==> config.mk <==
export PLATFORM = sky130hd
export DESIGN_NAME = pwm_plane_seq
export DESIGN_NICKNAME = d
export VERILOG_FILES = /design/src/rtl/pwm_seq_pkg.sv /design/src/rtl/plane_field_buf.sv /design/src/rtl/slot_ctrl.sv /design/src/rtl/pixel_cell.sv /design/src/rtl/pwm_plane_seq.sv
export SDC_FILE = /design/constraint.sdc
export NUM_CORES = 1
export LEC_CHECK = 0
export BUFFER_PORTS_ARGS = -buffer_cell sky130_fd_sc_hd__buf_2
export CORE_MARGIN = 3
export CORE_UTILIZATION = 62
export CTS_CLUSTER_DIAMETER = 100
export DETAILED_ROUTE_END_ITERATION = 10
export PLACE_DENSITY = 0.85
export SYNTH_ARGS = -nofsm -noshare
export SYNTH_HDL_FRONTEND = slang
export SYNTH_SLANG_ARGS = --single-unit
==> constraint.sdc <==
create_clock -name clk_i -period 8.5 [get_ports clk_i]
set_input_delay 1.7 -clock clk_i [delete_from_list [all_inputs] [get_ports clk_i]]
set_output_delay 1.7 -clock clk_i [all_outputs]
set_load 0.01 [all_outputs]
==> src/rtl/pwm_seq_pkg.sv <==
package pwm_seq_pkg;
  typedef enum logic [1:0] {
    ST_IDLE,
    ST_LOAD,
    ST_COMMIT,
    ST_RUN
  } seq_state_e;
endpackage

==> src/rtl/plane_field_buf.sv <==
module plane_field_buf #(
  parameter int NUM_PIX = 4,
  parameter int GRAY_W  = 8,
  localparam int SEL_W  = $clog2(GRAY_W)
) (
  input  logic                      clk_i,
  input  logic                      rst_ni,
  input  logic                      capture_i,
  input  logic [NUM_PIX*GRAY_W-1:0] words_i,
  input  logic [SEL_W-1:0]          plane_sel_i,
  output logic [NUM_PIX-1:0]        plane_o
);
  logic [NUM_PIX-1:0][GRAY_W-1:0] words_q;

  always_ff @(posedge clk_i or negedge rst_ni) begin
    if (!rst_ni)        words_q <= '0;
    else if (capture_i) words_q <= words_i;
  end

  for (genvar p = 0; p < NUM_PIX; p++) begin : g_sel
    assign plane_o[p] = words_q[p][plane_sel_i];
  end

  // the field buffer only changes on a field start
  assert_buf_hold_R2: assert property (@(posedge clk_i) disable iff (!rst_ni)
    !capture_i |=> $stable(words_q));
endmodule

==> src/rtl/slot_ctrl.sv <==
module slot_ctrl
  import pwm_seq_pkg::*;
#(
  parameter int GRAY_W   = 8,
  parameter int TICK_DIV = 2,
  localparam int SEL_W   = $clog2(GRAY_W),
  localparam int CNT_W   = $clog2(TICK_DIV) + GRAY_W,
  localparam int UPD_W   = SEL_W + 1
) (
  input  logic             clk_i,
  input  logic             rst_ni,
  input  logic             start_i,
  output logic             load_o,
  output logic             update_o,
  output logic             blank_o,
  output logic [SEL_W-1:0] plane_sel_o
);
  seq_state_e       state_q;
  logic [SEL_W-1:0] slot_q;
  logic [CNT_W-1:0] cnt_q;
  logic [CNT_W-1:0] slot_len;
  logic [CNT_W-1:0] last;
  logic             in_run;
  logic             at_end;

  assign slot_len = CNT_W'(TICK_DIV) << slot_q;
  assign last     = slot_len - CNT_W'(1);
  assign in_run   = (state_q == ST_RUN);
  assign at_end   = in_run && (cnt_q == last);

  assign load_o      = (state_q == ST_LOAD) || (in_run && cnt_q == '0 && slot_q != '0);
  assign update_o    = (state_q == ST_COMMIT) || (at_end && slot_q != '0);
  assign blank_o     = at_end && (slot_q == '0);
  assign plane_sel_o = (state_q == ST_LOAD) ? SEL_W'(GRAY_W - 1) : slot_q - SEL_W'(1);

  always_ff @(posedge clk_i or negedge rst_ni) begin
    if (!rst_ni) begin
      state_q <= ST_IDLE;
      slot_q  <= '0;
      cnt_q   <= '0;
    end else if (start_i) begin
      state_q <= ST_LOAD;
      cnt_q   <= '0;
    end else begin
      case (state_q)
        ST_LOAD:   state_q <= ST_COMMIT;
        ST_COMMIT: begin
          state_q <= ST_RUN;
          slot_q  <= SEL_W'(GRAY_W - 1);
          cnt_q   <= '0;
        end
        ST_RUN: begin
          if (cnt_q == last) begin
            cnt_q <= '0;
            if (slot_q == '0) state_q <= ST_IDLE;
            else              slot_q  <= slot_q - SEL_W'(1);
          end else begin
            cnt_q <= cnt_q + CNT_W'(1);
          end
        end
        default: state_q <= ST_IDLE;
      endcase
    end
  end

  // updates seen since the last field start
  logic [UPD_W-1:0] upd_seen_q;
  always_ff @(posedge clk_i or negedge rst_ni) begin
    if (!rst_ni)       upd_seen_q <= '0;
    else if (start_i)  upd_seen_q <= '0;
    else if (update_o) upd_seen_q <= upd_seen_q + UPD_W'(1);
  end

  assert_upd_count_R6: assert property (@(posedge clk_i) disable iff (!rst_ni)
    update_o |-> (upd_seen_q < UPD_W'(GRAY_W)));
  assert_strobe_excl_R7: assert property (@(posedge clk_i) disable iff (!rst_ni)
    !(load_o && update_o));
  assert_slot_step_R4: assert property (@(posedge clk_i) disable iff (!rst_ni)
    (in_run && update_o && !start_i) |=> (slot_q == SEL_W'($past(slot_q) - SEL_W'(1))));
  assert_cnt_bound_R4: assert property (@(posedge clk_i) disable iff (!rst_ni)
    in_run |-> (cnt_q <= last));
  assert_commit_follows_load_R3: assert property (@(posedge clk_i) disable iff (!rst_ni)
    (state_q == ST_LOAD && !start_i) |=> update_o);
endmodule

==> src/rtl/pixel_cell.sv <==
module pixel_cell (
  input  logic clk_i,
  input  logic rst_ni,
  input  logic load_i,
  input  logic update_i,
  input  logic blank_i,
  input  logic bit_i,
  output logic on_o,
  output logic on_n_o
);
  logic latch_q;
  logic on_q;

  always_ff @(posedge clk_i or negedge rst_ni) begin
    if (!rst_ni)     latch_q <= 1'b0;
    else if (load_i) latch_q <= bit_i;
  end

  always_ff @(posedge clk_i or negedge rst_ni) begin
    if (!rst_ni)        on_q <= 1'b0;
    else if (update_i)  on_q <= latch_q;
    else if (blank_i)   on_q <= 1'b0;
  end

  assign on_o   = on_q;
  assign on_n_o = ~on_q;

  assert_hold_R7: assert property (@(posedge clk_i) disable iff (!rst_ni)
    (!update_i && !blank_i) |=> $stable(on_q));
  assert_commit_R7: assert property (@(posedge clk_i) disable iff (!rst_ni)
    update_i |=> (on_q == $past(latch_q)));
  assert_blank_off_R9: assert property (@(posedge clk_i) disable iff (!rst_ni)
    (blank_i && !update_i) |=> !on_q);
endmodule

==> src/rtl/pwm_plane_seq.sv <==
module pwm_plane_seq #(
  parameter int NUM_PIX  = 4,
  parameter int GRAY_W   = 8,
  parameter int TICK_DIV = 2,
  localparam int SEL_W   = $clog2(GRAY_W)
) (
  input  logic                      clk_i,
  input  logic                      rst_ni,
  input  logic                      field_start_i,
  input  logic [NUM_PIX*GRAY_W-1:0] pix_words_i,
  output logic [NUM_PIX-1:0]        sw_on_o,
  output logic [NUM_PIX-1:0]        sw_on_n_o,
  output logic                      load_o,
  output logic                      update_o
);
  logic             load;
  logic             update;
  logic             blank;
  logic [SEL_W-1:0] plane_sel;
  logic [NUM_PIX-1:0] plane;

  plane_field_buf #(.NUM_PIX(NUM_PIX), .GRAY_W(GRAY_W)) u_buf (
    .clk_i       (clk_i),
    .rst_ni      (rst_ni),
    .capture_i   (field_start_i),
    .words_i     (pix_words_i),
    .plane_sel_i (plane_sel),
    .plane_o     (plane)
  );

  slot_ctrl #(.GRAY_W(GRAY_W), .TICK_DIV(TICK_DIV)) u_ctrl (
    .clk_i       (clk_i),
    .rst_ni      (rst_ni),
    .start_i     (field_start_i),
    .load_o      (load),
    .update_o    (update),
    .blank_o     (blank),
    .plane_sel_o (plane_sel)
  );

  for (genvar p = 0; p < NUM_PIX; p++) begin : g_pix
    pixel_cell u_cell (
      .clk_i    (clk_i),
      .rst_ni   (rst_ni),
      .load_i   (load),
      .update_i (update),
      .blank_i  (blank),
      .bit_i    (plane[p]),
      .on_o     (sw_on_o[p]),
      .on_n_o   (sw_on_n_o[p])
    );
  end

  assign load_o   = load;
  assign update_o = update;

  assert_compl_R8: assert property (@(posedge clk_i) disable iff (!rst_ni)
    sw_on_n_o == ~sw_on_o);
  assert_start_load_R3: assert property (@(posedge clk_i) disable iff (!rst_ni)
    field_start_i |=> load_o);
endmodule

==> impl_metrics.toml, run 1 <==
[timing]
max_freq_mhz = 189.3
worstMarginPinSlew_ns = 0.9012
period_share = 0.6215
drv_slew = 0
hold_viol = 0
fin_crit_ns = 5.283
setup-violations-final = 0
relSlewSlack = 0.3992
fin_setup_tns_ns = 0
rsz0062_at_grt = "no"
finClkSkew_ns = 0.003782

[job]
maxCapViolations = 0

[clock_network]
cts_setup_buffers = 0
ctsHoldBuffers = 0
cts_buffer_depth = 2
clkLatencyLatePin_ns = 0.31
cts_buffers = 5
cts-resized-gates = 0
root_buffer = "clkbuf_8"
h-tree-depth = 2
cts_tree = "done"
clock_sinks = 54
clk_pin_slew_ns = 0.10

[finish]
syn_to_final_growth_pct = 9.171
final_common_cell = "dfrtp_1"
drive_above_1_share = 0.3148
final_cell_mix = "dfrtp_1 (54), buf_2 (44), mux2_2 (38)"
layout.cells.non_filler = 391
n_antenna_cell = 0
fin_nets = 369

[outcome]
status = "finished, final reports clean"

[global_routing]
grt_first_pass_wirelength_mm = 10.65
gr-total-overflow = 0
grt_max_degree = 55
grtUsageTotal = 0.2221
grt_pass1_vias = 2259
antenna_found_initial = 0

[worst_setup_path]
crit_arrival_ns = 3.58
endpoint_kind = "primary output"
crit_type = "register to primary output"
cp.required_ns = 6.80
crit_path_max_fanout = 12
startpoint_type = "register"

[routing]
firstDrtPassIters = 4
via_per_inst = 5.885
remaining_drc_errors = 0
drtIter0Drc = 143
dr_total_vias = 2301
antenna_left = 0
totalWireLength_mm = 6.294
post_drt_wl_per_cell_um = 16.10

[floorplanning]
dieWidth_um = 76.99
rows = 25
die-area_um2 = 5927
core_um2 = 4786
io_pins = 45
start_util = 0.6528
die_height_um = 76.99

[placement]
placed_cells = 383
portBuffers = 44
gp_congestion = 0.9260
dpl.hpwl_mm = 4.499

[synth]
synth.distinct_cells = 60
syn_nets = 341
ys_seq_elements = 54
ys_seq_area_frac = 0.4325
synth_edf_count = 0
yosysWarningCount = 0
syn_inst = 295
syn_avg_cell_area_um2 = 10.59
synth_area_um2 = 3124
async_flop_share = 1.000
synthFlopType = "dfrtp_1"

[worst_hold_path]
hp-class = "register to register"

[power]
p_per_area_nw_per_um2 = 257.7
ir_drop_mv = 0.1405
leakagePower_nw = 1.534
## path summary, 6_finish.rpt
| kind | from | endpoint | slack, ns | cells after the start |
|---|---|---|---|---|
| setup / recovery | u_ctrl.slot_q[0] | update_o | 3.22 | 10 |
| hold / removal | g_pix[3].u_cell.latch_q | g_pix[3].u_cell.latch_q | 0.51 | 2 |
| setup reg to reg | u_ctrl.slot_q[0] | u_ctrl.slot_q[2] | 4.83 | 10 |
| hold reg to reg | g_pix[3].u_cell.latch_q | g_pix[3].u_cell.latch_q | 0.51 | 2 |
| max in group asynchronous | rst_ni | u_buf.words_q[22] | 6.57 | 2 |
| min in group asynchronous | rst_ni | u_buf.words_q[31] | 1.50 | 2 |
## critical path, cell delays in order, from the launching register on
cell,delay [ns]
dfrtp_1,0.49
clkinv_1,0.37
ha_1,0.48
nand2b_4,0.15
ha_1,0.32
a21oi_1,0.13
or3_1,0.41
a211oi_4,0.41
a31oi_1,0.19
inv_1,0.18
buf_2,0.16
## cell usage after synthesis, types with 3 or more instances
cell type	number	area [µm²]
dfrtp_1	54	1351
mux2_2	38	427.9
nand2_1	22	82.58
o21ai_0	22	110.1
inv_1	18	67.56
ha_1	11	137.6
clkbuf_1	9	33.78
a21oi_1	8	40.04
buf_4	8	60.06
nor2_1	8	30.03
mux2i_1	6	60.06
xnor2_1	6	52.55
a22o_1	5	43.79
nand2b_1	5	31.28
and3_1	4	25.02
nand3_1	4	20.02
o22ai_1	4	25.02
a31oi_1	3	18.77
buf_2	3	15.01
buf_6	3	33.78
nor3_1	3	15.01
o221ai_1	3	26.28
xor2_1	3	26.28
## per-layer routing
layer	GRT usage	vias to the layer above	part of all wire
li1	-	1097	-
met1	0.3085	1116	0.44
met2	0.3519	78	0.49
met3	0.03521	10	0.059
met4	0.08541	0	0.014
met5	0	-	0
## flip-flops by register name, indices dropped and copies added (netlist names)
signal,cells
u_ctrl.cnt_q,9
g_pix.u_cell.on_o,4
u_ctrl.slot_q,3
u_ctrl.state_q,2
u_buf.words_q,32
g_pix.u_cell.latch_q,4
## cell type report
class,instances,area (µm²)
clock inverter,2,38.79
timing repair buffer,45,227.7
inverter,19,71.32
fill,372,1375
multi-input combinational,198,1555
sequential,54,1351
clock buffer,6,82.58
tap,67,83.83
## per-stage QoR
stage               power [mW]  cell area (µm²)  setup slack [ns]  hold WS (ns)    util
floorplan               0.6257             3124             4.186        0.4502       -
global placement        0.6832             3289             3.791        0.4686  0.6873
detailed placement      0.6946             3289             3.640        0.4808  0.6873
CTS                     0.8798             3411             3.227        0.5039  0.7127
global route            0.9418             3411             2.952        0.5263  0.7127
finish                  0.8791             3411             3.217        0.5053  0.7127
## kinds of logic (layout without fill, tap and decap cells)
family,after synthesis,count (layout),share of synthesized area
compound gates,65,65,0.1422
xor+xnor,9,9,0.02523
fa+ha+maj,11,11,0.04405
buf+inv,43,72,0.06968
flops,54,54,0.4325
mux,46,46,0.1670
simple gates,67,67,0.1193
## where the power goes
part	total, mW	switching, mW	leakage [nW]	internal (mW)
clock network	0.185	0.0875	0.0618	0.0970
logic	0.355	0.199	0.817	0.155
registers	0.340	0.0397	0.655	0.300
Power figures use the tool's default switching activity.
==> run 2: changes to the inputs <==
--- a/config.mk
+++ b/config.mk
@@ -7,10 +7,10 @@
 export LEC_CHECK = 0
 export BUFFER_PORTS_ARGS = -buffer_cell sky130_fd_sc_hd__buf_2
 export CORE_MARGIN = 3
-export CORE_UTILIZATION = 62
+export CORE_UTILIZATION = 57
 export CTS_CLUSTER_DIAMETER = 100
 export DETAILED_ROUTE_END_ITERATION = 10
-export PLACE_DENSITY = 0.85
+export PLACE_DENSITY = 0.8
 export SYNTH_ARGS = -nofsm -noshare
 export SYNTH_HDL_FRONTEND = slang
 export SYNTH_SLANG_ARGS = --single-unit
==> constraint.sdc (replaced) <==
create_clock -name clk_i -period 4.9 [get_ports clk_i]
set_input_delay 0.98 -clock clk_i [delete_from_list [all_inputs] [get_ports clk_i]]
set_output_delay 0.98 -clock clk_i [all_outputs]
set_load 0.01 [all_outputs]
==> impl_metrics.toml, run 2 (synthesis gave the netlist of run 1 again) <==
[worst_setup_path]
r2r_start = "u_ctrl.slot_q[0]"
r2r_setup_slack_ns = 1.31
crit_type = "register to primary output"
crit_start = "u_ctrl.slot_q[0]"
startpoint_type = "register"
endpoint_kind = "primary output"
crit_arrival_ns = 3.50
crit_path_max_fanout = 12
r2r-end = "u_ctrl.slot_q[2]"
rr_worst_depth = 10
cp.required_ns = 3.92
endpoint = "update_o"

[routing]
totalWireLength_mm = 6.009
firstDrtPassIters = 4
drtIter0Drc = 137
via_per_inst = 5.749
antenna_left = 0
remaining_drc_errors = 0
post_drt_wl_per_cell_um = 15.25
dr_total_vias = 2265

[clock_network]
h-tree-depth = 2
cts_buffer_depth = 2
cts_buffers = 5
clk_pin_slew_ns = 0.10
cts_tree = "done"
root_buffer = "clkbuf_8"
ctsHoldBuffers = 0
cts_setup_buffers = 0
clkLatencyLatePin_ns = 0.31
cts-resized-gates = 0
clock_sinks = 54

[global_routing]
grtUsageTotal = 0.2024
grt_first_pass_wirelength_mm = 10.27
antenna_found_initial = 0
gr-total-overflow = 0
grt_pass1_vias = 2167
grt_max_degree = 55

[floorplanning]
rows = 26
core_um2 = 5205
io_pins = 45
die-area_um2 = 6406
dieWidth_um = 80.04
start_util = 0.6002
die_height_um = 80.04

[finish]
syn_to_final_growth_pct = 9.011
final_common_cell = "dfrtp_1"
multi_input_area_um2 = 1555
fin_area_um2 = 3406
largest_register = "u_buf.words_q"
nFillCells = 411
reg_top3 = "u_buf.words_q: 32 flops, u_ctrl.cnt_q: 9 flops"
n_antenna_cell = 0
fin_nets = 369
ff_latch_area_um2 = 1351
drive_above_1_share = 0.3148
largest_register_ffs = 32
final_cell_mix = "dfrtp_1 (54), buf_2 (44), mux2_2 (38)"

[power]
combPwrFrac = 0.407
sw_frac_of_total = 0.3700
seqPwrFrac = 0.392
intPower_mw = 0.9435
switchingPower_mw = 0.5541
leakagePower_nw = 1.531
p_per_area_nw_per_um2 = 439.7
ir_drop_mv = 0.2569
p_clk_frac = 0.202

[placement]
dpl.hpwl_mm = 4.307
portBuffers = 44
place_area_um2 = 3293
gp_congestion = 0.8634

[timing]
worstMarginPinSlew_ns = 0.9650
max_freq_mhz = 223.3
drv_slew = 0
fin_crit_ns = 4.478
period_share = 0.9139
rsz0062_at_grt = "no"
fin_setup_tns_ns = 0
setup-violations-final = 0
relSlewSlack = 0.3517
finClkSkew_ns = 0.008603
hold_viol = 0

[job]
maxCapViolations = 0

[worst_hold_path]
hp-class = "register to register"

[outcome]
status = "finished, final reports clean"
## run 2: changes by cell type in the layout (fill, tap and decap cells not counted)
cell      previous run  this run
clkinv_2             0         1
clkbuf_8             6         5
## run 2: final cells by class
cell class	count	area share
clock buffer	5	0.02021
sequential	54	0.3968
timing repair buffer	45	0.06686
clock inverter	3	0.01286
inverter	19	0.02094
multi-input combinational	198	0.4566
tap	70	0.02572
## run 2: stage by stage
stage | power (mW) | worst slack [ns] | cells | hold WS [ns] | util
detailed placement | 1.205 | 0.7646 | 386 | 0.4818 | 0.6327
CTS | 1.506 | 0.4195 | 394 | 0.5031 | 0.6543
floorplan | 1.085 | 1.306 | 295 | 0.4502 | -
global route | 1.600 | 0.1233 | 394 | 0.5307 | 0.6543
finish | 1.498 | 0.4218 | 394 | 0.4984 | 0.6543
global placement | 1.192 | 0.8974 | 386 | 0.4645 | 0.6327
## run 2: layer usage
layer | vias to the layer above | share of wire | global-route usage
li1 | 1099 | - | -
met1 | 1112 | 0.48 | 0.2974
met2 | 48 | 0.47 | 0.3063
met3 | 6 | 0.041 | 0.04515
met4 | 0 | 0.0060 | 0.04392
met5 | - | 0 | 0
## run 2: how the worst min path moves through the flow
stage | endpoint | start | slack, ns | depth (start not counted)
floorplan | g_pix[0].u_cell.latch_q | g_pix[0].u_cell.latch_q | 0.45 | 2
finish | g_pix[2].u_cell.latch_q | g_pix[2].u_cell.latch_q | 0.50 | 2
detailed placement | g_pix[0].u_cell.latch_q | g_pix[0].u_cell.latch_q | 0.48 | 2
CTS | g_pix[0].u_cell.latch_q | g_pix[0].u_cell.latch_q | 0.50 | 2
global placement | g_pix[0].u_cell.latch_q | g_pix[0].u_cell.latch_q | 0.46 | 2
global route | g_pix[1].u_cell.on_o | g_pix[1].u_cell.latch_q | 0.53 | 1
## run 2: power groups by stage
| stage | Combinational, mW | Sequential [mW] | Clock (mW) |
|---|---|---|---|
| after detailed placement | 0.610 | 0.594 | 0 |
| after global routing | 0.679 | 0.598 | 0.324 |
| after CTS | 0.614 | 0.586 | 0.306 |
| final | 0.609 | 0.587 | 0.302 |
| after global placement | 0.602 | 0.589 | 0 |
| after floorplan | 0.513 | 0.572 | 0 |
## run 2: worst max-delay path, stage by stage (launching register included)
cell	delay (ns)
dfrtp_1	0.49
clkinv_1	0.35
ha_1	0.46
nand2b_4	0.15
ha_1	0.30
a21oi_1	0.12
or3_1	0.40
a211oi_4	0.40
a31oi_1	0.17
inv_1	0.18
buf_2	0.16
